`src/rtl/sio_pkg.sv`:
```
package sio_pkg;
  localparam int ADDR_W = 2;

  typedef enum logic [ADDR_W-1:0] {
    REG_DATA = 2'd0,
    REG_MODE = 2'd1,
    REG_STAT = 2'd2
  } sio_reg_e;

  // mode location field positions
  localparam int MODE_DIV_LSB = 0;
  localparam int MODE_SRC_BIT = 2;
  localparam int MODE_ORD_BIT = 5;

  // status location: bit 0 irq, counter above it, busy above the counter
  localparam int STAT_IRQ_BIT = 0;
  localparam int STAT_CNT_LSB = 1;
endpackage

```
`src/rtl/sio_clkgen.sv`:
```
module sio_clkgen #(
  parameter int BASE_HALF = 4,
  parameter int SEL_W     = 2
) (
  input  logic             clk,
  input  logic             rst,
  input  logic             restart,
  input  logic             run,
  input  logic [SEL_W-1:0] div_sel,
  output logic             sclk,
  output logic             rise_p,
  output logic             fall_p
);
  localparam int MAX_HALF = BASE_HALF << ((1 << SEL_W) - 1);
  localparam int PH_W     = $clog2(MAX_HALF);

  logic [PH_W-1:0] phase;
  logic [PH_W-1:0] last;
  logic            term;

  assign last   = PH_W'((BASE_HALF << div_sel) - 1);
  assign term   = run && (phase == last);
  assign rise_p = term && !sclk;
  assign fall_p = term && sclk;

  always_ff @(posedge clk) begin
    if (rst || restart || !run) begin
      phase <= '0;
      sclk  <= 1'b1;
    end else if (term) begin
      phase <= '0;
      sclk  <= ~sclk;
    end else begin
      phase <= phase + 1'b1;
    end
  end
endmodule

```
`src/rtl/sio_edge_sync.sv`:
```
module sio_edge_sync #(
  parameter int STAGES = 2
) (
  input  logic clk,
  input  logic rst,
  input  logic pin,
  output logic level,
  output logic rise_p,
  output logic fall_p
);
  logic [STAGES-1:0] chain;
  logic              prev;

  for (genvar g = 0; g < STAGES; g++) begin : g_stage
    if (g == 0) begin : g_first
      always_ff @(posedge clk) begin
        if (rst) chain[g] <= 1'b1;
        else     chain[g] <= pin;
      end
    end else begin : g_next
      always_ff @(posedge clk) begin
        if (rst) chain[g] <= 1'b1;
        else     chain[g] <= chain[g-1];
      end
    end
  end

  always_ff @(posedge clk) begin
    if (rst) prev <= 1'b1;
    else     prev <= chain[STAGES-1];
  end

  assign level  = chain[STAGES-1];
  assign rise_p = level && !prev;
  assign fall_p = !level && prev;
endmodule

```
`src/rtl/sio_shifter.sv`:
```
module sio_shifter #(
  parameter int DATA_W = 8,
  parameter int CNT_W  = 3
) (
  input  logic              clk,
  input  logic              rst,
  input  logic              load,
  input  logic              arm,
  input  logic [DATA_W-1:0] load_val,
  input  logic              msb_first,
  input  logic              rise_p,
  input  logic              fall_p,
  input  logic              sin,
  output logic [DATA_W-1:0] sreg,
  output logic              sout,
  output logic [CNT_W-1:0]  cnt,
  output logic              active,
  output logic              done_p
);
  logic              out_bit;
  logic [DATA_W-1:0] shifted;

  assign out_bit = msb_first ? sreg[DATA_W-1] : sreg[0];
  assign shifted = msb_first ? {sreg[DATA_W-2:0], sin} : {sin, sreg[DATA_W-1:1]};
  assign done_p  = rise_p && active && (cnt == '0);

  always_ff @(posedge clk) begin
    if (rst) begin
      sreg   <= '0;
      sout   <= 1'b1;
      cnt    <= '0;
      active <= 1'b0;
    end else if (load) begin
      sreg <= load_val;
      if (arm) begin
        cnt    <= CNT_W'(DATA_W - 1);
        active <= 1'b1;
      end
    end else begin
      if (fall_p) sout <= out_bit;
      if (rise_p) begin
        sreg <= shifted;
        if (active) begin
          if (cnt == '0) active <= 1'b0;
          else           cnt    <= cnt - 1'b1;
        end
      end
    end
  end
endmodule

```
`src/rtl/sio_port.sv`:
```
module sio_port
  import sio_pkg::*;
#(
  parameter int DATA_W      = 8,
  parameter int BASE_HALF   = 4,
  parameter int DIV_SEL_W   = 2,
  parameter int SYNC_STAGES = 2
) (
  input  logic              clk,
  input  logic              rst,
  input  logic              bus_we,
  input  logic [ADDR_W-1:0] bus_addr,
  input  logic [DATA_W-1:0] bus_wdata,
  output logic [DATA_W-1:0] bus_rdata,
  input  logic              sclk_in,
  output logic              sclk_out,
  output logic              sclk_oe,
  input  logic              sin,
  output logic              sout,
  output logic              sout_oe,
  output logic              irq
);
  localparam int CNT_W    = $clog2(DATA_W);
  localparam int STAT_ACT = STAT_CNT_LSB + CNT_W;

  logic                 data_wr, mode_wr, stat_wr;
  logic [DIV_SEL_W-1:0] mode_div;
  logic                 mode_src, mode_msb;
  logic                 ext_level, ext_rise, ext_fall;
  logic                 int_rise, int_fall;
  logic                 rise_p, fall_p;
  logic                 arm, active, done_p;
  logic [CNT_W-1:0]     cnt;
  logic [DATA_W-1:0]    sreg;
  logic [DATA_W-1:0]    rd_mode, rd_stat, rd_next;

  assign data_wr = bus_we && (bus_addr == REG_DATA);
  assign mode_wr = bus_we && (bus_addr == REG_MODE);
  assign stat_wr = bus_we && (bus_addr == REG_STAT);

  // mode register; the clock source only moves while idle
  always_ff @(posedge clk) begin
    if (rst) begin
      mode_div <= '0;
      mode_src <= 1'b0;
      mode_msb <= 1'b0;
    end else if (mode_wr) begin
      mode_div <= bus_wdata[MODE_DIV_LSB +: DIV_SEL_W];
      mode_msb <= bus_wdata[MODE_ORD_BIT];
      if (!active) mode_src <= bus_wdata[MODE_SRC_BIT];
    end
  end

  sio_clkgen #(.BASE_HALF(BASE_HALF), .SEL_W(DIV_SEL_W)) clkgen_i (
    .clk     (clk),
    .rst     (rst),
    .restart (data_wr),
    .run     (mode_src && active),
    .div_sel (mode_div),
    .sclk    (sclk_out),
    .rise_p  (int_rise),
    .fall_p  (int_fall)
  );

  sio_edge_sync #(.STAGES(SYNC_STAGES)) sync_i (
    .clk    (clk),
    .rst    (rst),
    .pin    (sclk_in),
    .level  (ext_level),
    .rise_p (ext_rise),
    .fall_p (ext_fall)
  );

  assign rise_p = mode_src ? int_rise : ext_rise;
  assign fall_p = mode_src ? int_fall : ext_fall;
  assign arm    = data_wr && (mode_src || ext_level);

  sio_shifter #(.DATA_W(DATA_W), .CNT_W(CNT_W)) shifter_i (
    .clk       (clk),
    .rst       (rst),
    .load      (data_wr),
    .arm       (arm),
    .load_val  (bus_wdata),
    .msb_first (mode_msb),
    .rise_p    (rise_p),
    .fall_p    (fall_p),
    .sin       (sin),
    .sreg      (sreg),
    .sout      (sout),
    .cnt       (cnt),
    .active    (active),
    .done_p    (done_p)
  );

  // sticky interrupt flag
  always_ff @(posedge clk) begin
    if (rst)                                irq <= 1'b0;
    else if (data_wr)                       irq <= 1'b0;
    else if (done_p)                        irq <= 1'b1;
    else if (stat_wr && !bus_wdata[STAT_IRQ_BIT]) irq <= 1'b0;
  end

  assign sclk_oe = mode_src;
  assign sout_oe = mode_src ? active : 1'b1;

  always_comb begin
    rd_mode = '0;
    rd_mode[MODE_DIV_LSB +: DIV_SEL_W] = mode_div;
    rd_mode[MODE_SRC_BIT] = mode_src;
    rd_mode[MODE_ORD_BIT] = mode_msb;
    rd_stat = '0;
    rd_stat[STAT_IRQ_BIT] = irq;
    rd_stat[STAT_CNT_LSB +: CNT_W] = cnt;
    rd_stat[STAT_ACT] = active;
    case (bus_addr)
      REG_DATA: rd_next = sreg;
      REG_MODE: rd_next = rd_mode;
      REG_STAT: rd_next = rd_stat;
      default:  rd_next = '0;
    endcase
  end

  always_ff @(posedge clk) begin
    if (rst) bus_rdata <= '0;
    else     bus_rdata <= rd_next;
  end
endmodule

```
`config.mk`:
```
export PLATFORM = sky130hd
export DESIGN_NAME = sio_port
export DESIGN_NICKNAME = d
export VERILOG_FILES = /design/src/rtl/sio_pkg.sv /design/src/rtl/sio_clkgen.sv /design/src/rtl/sio_edge_sync.sv /design/src/rtl/sio_shifter.sv /design/src/rtl/sio_port.sv
export SDC_FILE = /design/constraint.sdc
export NUM_CORES = 1
export LEC_CHECK = 0
export ABC_AREA = 1
export BUFFER_PORTS_ARGS = -buffer_cell sky130_fd_sc_hd__buf_2
export CORE_MARGIN = 3
export CORE_UTILIZATION = 45
export CTS_BUF_LIST = sky130_fd_sc_hd__clkbuf_4
export DETAILED_ROUTE_END_ITERATION = 7
export GPL_TIMING_DRIVEN = 0
export PLACE_DENSITY = 0.68
export SLEW_MARGIN = 20
export SYNTH_ARGS = -nofsm -noshare
export SYNTH_HDL_FRONTEND = slang
export SYNTH_SLANG_ARGS = --single-unit
```
`constraint.sdc`:
```
create_clock -name clk -period 2.1 [get_ports clk]
set_clock_uncertainty 0.2 [all_clocks]
set_input_delay 0.525 -clock clk [delete_from_list [all_inputs] [get_ports clk]]
set_output_delay 0.525 -clock clk [all_outputs]
set_load 0.02 [all_outputs]
```
* Word level (Yosys, flattened, before mapping)
Cells that the tools add are included.
** Word-level totals
- Register bits :: 35
- Input port bits :: 15
- Logic and storage cells :: 78
** Cells by class
- Add/subtract/negate cells :: 3
- Equality and inequality tests :: 5
- Shift-type cells :: 1
- Muxes and demuxes :: 20
- Bitwise gates (word level) :: 3
- Reduce and logical (&&, ||, !) cells :: 32
** Operator list (count)
- $mux 8 :: 3
- $pmux 8 s3 :: 1
- $mux 3 :: 5
- $logic_and 1x1->1 :: 13
- $mux 1 :: 11
- $reduce_and 2->1 :: 3
- $reduce_bool 2->1 :: 3
- $add 5x1->5 const B :: 1
- $eq 5x5->1 :: 1
- $logic_not 1->1 :: 5
- $shl 3x2->5 const A :: 1
- $sub 5x2->5 const B :: 1
- $ne 2x2->1 const B :: 2
- $reduce_and 4->1 :: 1
- $reduce_or 2->1 :: 2
- $logic_not 3->1 :: 1
- $logic_or 1x1->1 :: 3
- $not 1->1 :: 3
- $sub 3x1->3 const B :: 1
- $eq 2x1->1 const B :: 1
- $eq 2x2->1 const B :: 1
- $logic_not 2->1 :: 1

* Logic depth before layout (Yosys ltp)
- Depth after elaboration :: 9
- Gate-level depth with buffers :: 12

* By module
From an unflattened synthesis, not the netlist that was laid out.
** Unflattened totals
- Cells, all modules :: 264
- Area total of the unflattened synthesis :: 1762.9 µm²
** By module, submodules not included
- sio_shifter :: instances 1, cells an instance 116, area each 769.5 µm², seq. area each 260.2 µm²
- sio_port :: instances 1, cells an instance 90, area each 581.8 µm², seq. area each 260.2 µm²
- sio_clkgen :: instances 1, cells an instance 45, area each 314.1 µm², seq. area each 120.1 µm²
- sio_edge_sync :: instances 1, cells an instance 13, area each 97.6 µm², seq. area each 60.1 µm²

* Worst setup path before layout
Ideal clock, no wire load.
- Path kind :: input port to flip-flop
- Start point :: input bus_addr[1]
- End point :: register shifter_i.sreg[2]
- Setup time :: 0.135 ns
- Arrival time :: 1.325 ns
- Required time :: 1.765 ns
- Setup slack :: 0.440 ns
- Cell stages on the path :: 6
- Path buffers :: 1
- Cells stage by stage :: nor2_4 > nand2_2 > buf_6 > mux2_1 > nand2_2 > a21oi_2
** On the way
- Longest elaborated chain between the ends :: 3
** RTL lines
- start, declared :: line sio_port.sv:12 : input logic [ADDR_W-1:0] bus_addr,
- $logic_not 2->1 (*) :: line sio_port.sv:37 : assign data_wr = bus_we && (bus_addr == REG_DATA);
- $logic_and 1x1->1 (*) :: line sio_port.sv:37
- $mux 8 or $reduce_bool 2->1 (tied branches)
- end signal, assigned :: line sio_shifter.sv:34 : sreg <= load_val;
- end signal, assigned :: line sio_shifter.sv:42 : sreg <= shifted;
- end, declared :: line sio_shifter.sv:14 : output logic [DATA_W-1:0] sreg,
Mark *: on every way between the ends. The rest lies on a longest branch, timed or not.
A chain may end at the register's enable or synchronous reset.

* Worst setup path in the final report
- Start point :: register shifter_i.active
- End point :: output sout_oe
** On the way
- Longest elaborated chain between the ends :: 1
** RTL lines
- start, declared :: line sio_shifter.sv:17 : output logic active,
- start signal, assigned :: line sio_shifter.sv:32 : active <= 1'b0;
- start signal, assigned :: line sio_shifter.sv:37 : active <= 1'b1;
- start signal, assigned :: line sio_shifter.sv:44 : if (cnt == '0) active <= 1'b0;
- $mux 1 :: line sio_port.sv:104 : assign sout_oe = mode_src ? active : 1'b1;
- end, declared :: line sio_port.sv:20 : output logic sout_oe,
Every way passes these cells.

==> impl_results.md <==
* Top_reg_cell synth: dfxtp_1
* CTS Hold Bufs at 0
* Reg2reg start: clkgen_i.phase[0]
* Peak supply drop at 0.321 mV
* Final Setup Violations at 0
* Post-CTS Resized at 0
* Worst hold path type: input port to flip-flop
* Worst-Margin Slew at 0.614 ns
* Total CTS buffers at 5
* Critical Path End Type: output pin
* Flop2flop setup slack at between 0.3 and 0.4 ns
* Detailed placement HPWL at around 3000 µm
* Yosys warnings at 0
* Setup TNS at 0 ns
* GPL Wtd Cong at around 0.85
* Leakage at about 0.91 nW
* Wire length per cell at roughly 12 µm
* FFs w/ async S/R, synth at 0
* DRT iter0 DRCs at 96
* Final hold violation count at 0
* Pins Over Slew Limit at 0
* CTS sink cnt at 35
* Post-Place Setup Slack at between 0.15 and 0.2 ns
* Number of iterations in the first detailed-routing pass at 4
* Worst r2r dst: shifter_i.cnt[1]
* Vias per cell at roughly 5
* Crit path time final at ~2 ns
* Post-synth top cells: nand2_1 (66), dfxtp_1 (35), inv_1 (35), nor2_1 (19), o21ai_0 (13)
* Post-synth EDFFs at 0
* CP arrival at 1.22 ns
* Hold Path Stages at 2
* Final instance area at 0.00204 mm²
* Total Power at ~1.2 mW
* Fraction of layout cells with a size suffix above 1 at 0.246
* Routed via count at approximately 1,600
* Total global-route track usage at 0.181
* Largest stage delay on the critical path at approximately 0.46 ns
* Syn Area/Cell at between 7 and 8 µm²
* Crit-path leading delay family: flip-flops
* Slew margin rel. at 0.591
* Die Wd at 69.0 µm
* Congestion Overflow GR at 0
* Final antenna diode count at 0
* Die height at about 69 µm
* Core Area at around 0.0037 mm²
* Top-area cell type share of the netlist area at 0.392
* CP bufs+invs at 2
* Worst Path Required at roughly 1.4 ns
* CTS Buffer Depth at 2
* Placed cell areas at slightly below 0.002 mm²
* Syn Std Cell Area at 0.00179 mm²
* Worst Reg-to-Reg Cells at 11
* Die area at approximately 0.0048 mm²
* Fmax at a little over 500 MHz
* Clock-pin slew on the worst setup and hold paths at around 0.10 ns
* RSZ-0062 raised after global routing: no
* Syn Nets at roughly 260
* Number of global-route vias before repair at roughly 1,500
* Power Density at between 500 and 600 mW/mm²
* Worst path cell trace: inv_1 -> nand2_1 -> buf_2
* Largest net degree at the start of global routing at 11
* DRC viols at 0
* Status: finished, final reports clean
* Most common cell in the netlist: nand2_1
* Sequential area share after synthesis at 0.392
* Initial Util at 0.478
* Fillcell total at ~400
* Skew-Pair Late Insertion Delay at 0.35 ns
* Synth-to-layout area growth at 13.9%
* Global-route wire length before repair at approximately 6900 µm
* Yosys cell types at 32
* Overall routed net length at between 3000 and 4000 µm
* Ports at 28
* Mapped Cells at roughly 250
* Post-synthesis register bit count at 35
* Top cells by area, synth: dfxtp_1 (39%), nand2_1 (14%), inv_1 (7.3%)
* Antenna violations before repair at 0
* Worst Path Max Fanout at 6
* Startpoint Class: flip-flop
* Slowest CP cell: dfxtp_1
* Core Rows at 22
* Cell taking the most area after synthesis: dfxtp_1
* Hold endpoint: sync_i.chain[0]
* H-tree depth at 2
* Post-CTS Setup Bufs at 0
* Root Driver: clkbuf_4
* NumNets Final at 297
* Crit path kind: flip-flop to output pin
* Hold_sp: sclk_in
* Number of routed nets with antenna violations at 0
* Max_cap viols at 0
* CTS tree: built
* Port buffer count at 27
* Fin crit share at 0.928
* Worst setup slack after layout at roughly 0.15 ns
[cells by family after synthesis]
| family | Yosys count | synth area share |
|---|---|---|
| mux | 1 | 0.00630 |
| flops | 35 | 0.392 |
| fa+ha+maj | 3 | 0.0210 |
| buf+inv | 43 | 0.105 |
| simple gates | 120 | 0.328 |
| compound gates | 40 | 0.134 |
| xor+xnor | 3 | 0.0147 |
[worst max path at each step]
| stage | from | end | slack [ns] | depth (start not counted) |
|---|---|---|---|---|
| finish | shifter_i.active | sout_oe | 0.15 | 3 |
| detailed placement | bus_addr[1] | shifter_i.sreg[2] | 0.20 | 7 |
| global route | shifter_i.active | sout_oe | 0.06 | 3 |
| global placement | bus_addr[1] | shifter_i.sreg[2] | 0.20 | 7 |
| floorplan | bus_addr[1] | shifter_i.sreg[2] | 0.44 | 6 |
| CTS | shifter_i.active | sout_oe | 0.14 | 3 |
[layer usage]
metal | share of wire | wire, µm | track usage
met3 | 0.037 | 146 | 0.0394
met4 | 0.021 | 82 | 0.0781
met2 | 0.44 | 1710 | 0.283
met5 | 0 | 0 | 0
met1 | 0.50 | 1970 | 0.239
[state kept, by name (all words and copies together), names as in the netlist, 2 cells and up]
signal          count
shifter_i.sreg      8
bus_rdata           8
mode_div            2
clkgen_i.phase      5
shifter_i.cnt       3
[placed cells by master, fill, tap and decap left out, types with 2 or more instances in the layout]
master,n
a21oi_2,7
ha_1,3
nand2_1,66
o21ai_1,4
nor2_1,19
nand4_1,4
buf_2,29
inv_2,2
clkinv_1,2
inv_1,35
o21ai_0,13
nand3_2,6
nor2_4,2
nand3_1,6
o221ai_1,2
a21oi_1,12
dfxtp_1,35
xor2_1,3
nand2_2,7
clkbuf_4,6
nor3_1,3
or2_2,2
[worst reg2reg max path, cell delays in order (launching register included)]
cell,delay (ns)
dfxtp_1,0.37
ha_1,0.21
nand3_2,0.09
nor2_2,0.10
nand2_2,0.07
nor2_4,0.12
nand2_4,0.08
nand3_4,0.10
buf_12,0.15
nand4_1,0.08
nand2_1,0.07
nor2_1,0.03
[report_power, final]
part | internal [mW] | switching [mW] | leakage [nW]
registers | 0.682 | 0.0106 | 0.284
clock network | 0.137 | 0.224 | 0.0307
logic | 0.0544 | 0.0998 | 0.597
[final cells by class]
cell class                 instances  area, µm²  area share
buffer                             6       48.8      0.0240
clock buffer                       6       45.0      0.0221
clock inverter                     2       7.51     0.00369
inverter                          37        139      0.0682
multi-input combinational        167        900       0.442
sequential                        35        701       0.344
tap                               48       60.1      0.0295
timing repair buffer              27        135      0.0664
[metrics by stage]
step	hold WS, ns	cells	utilization
floorplan	0.189	245	-
global placement	0.192	320	0.530
detailed placement	0.193	320	0.530
CTS	0.151	328	0.544
global route	0.157	328	0.544
finish	0.162	328	0.544
Power figures use the tool's default switching activity.
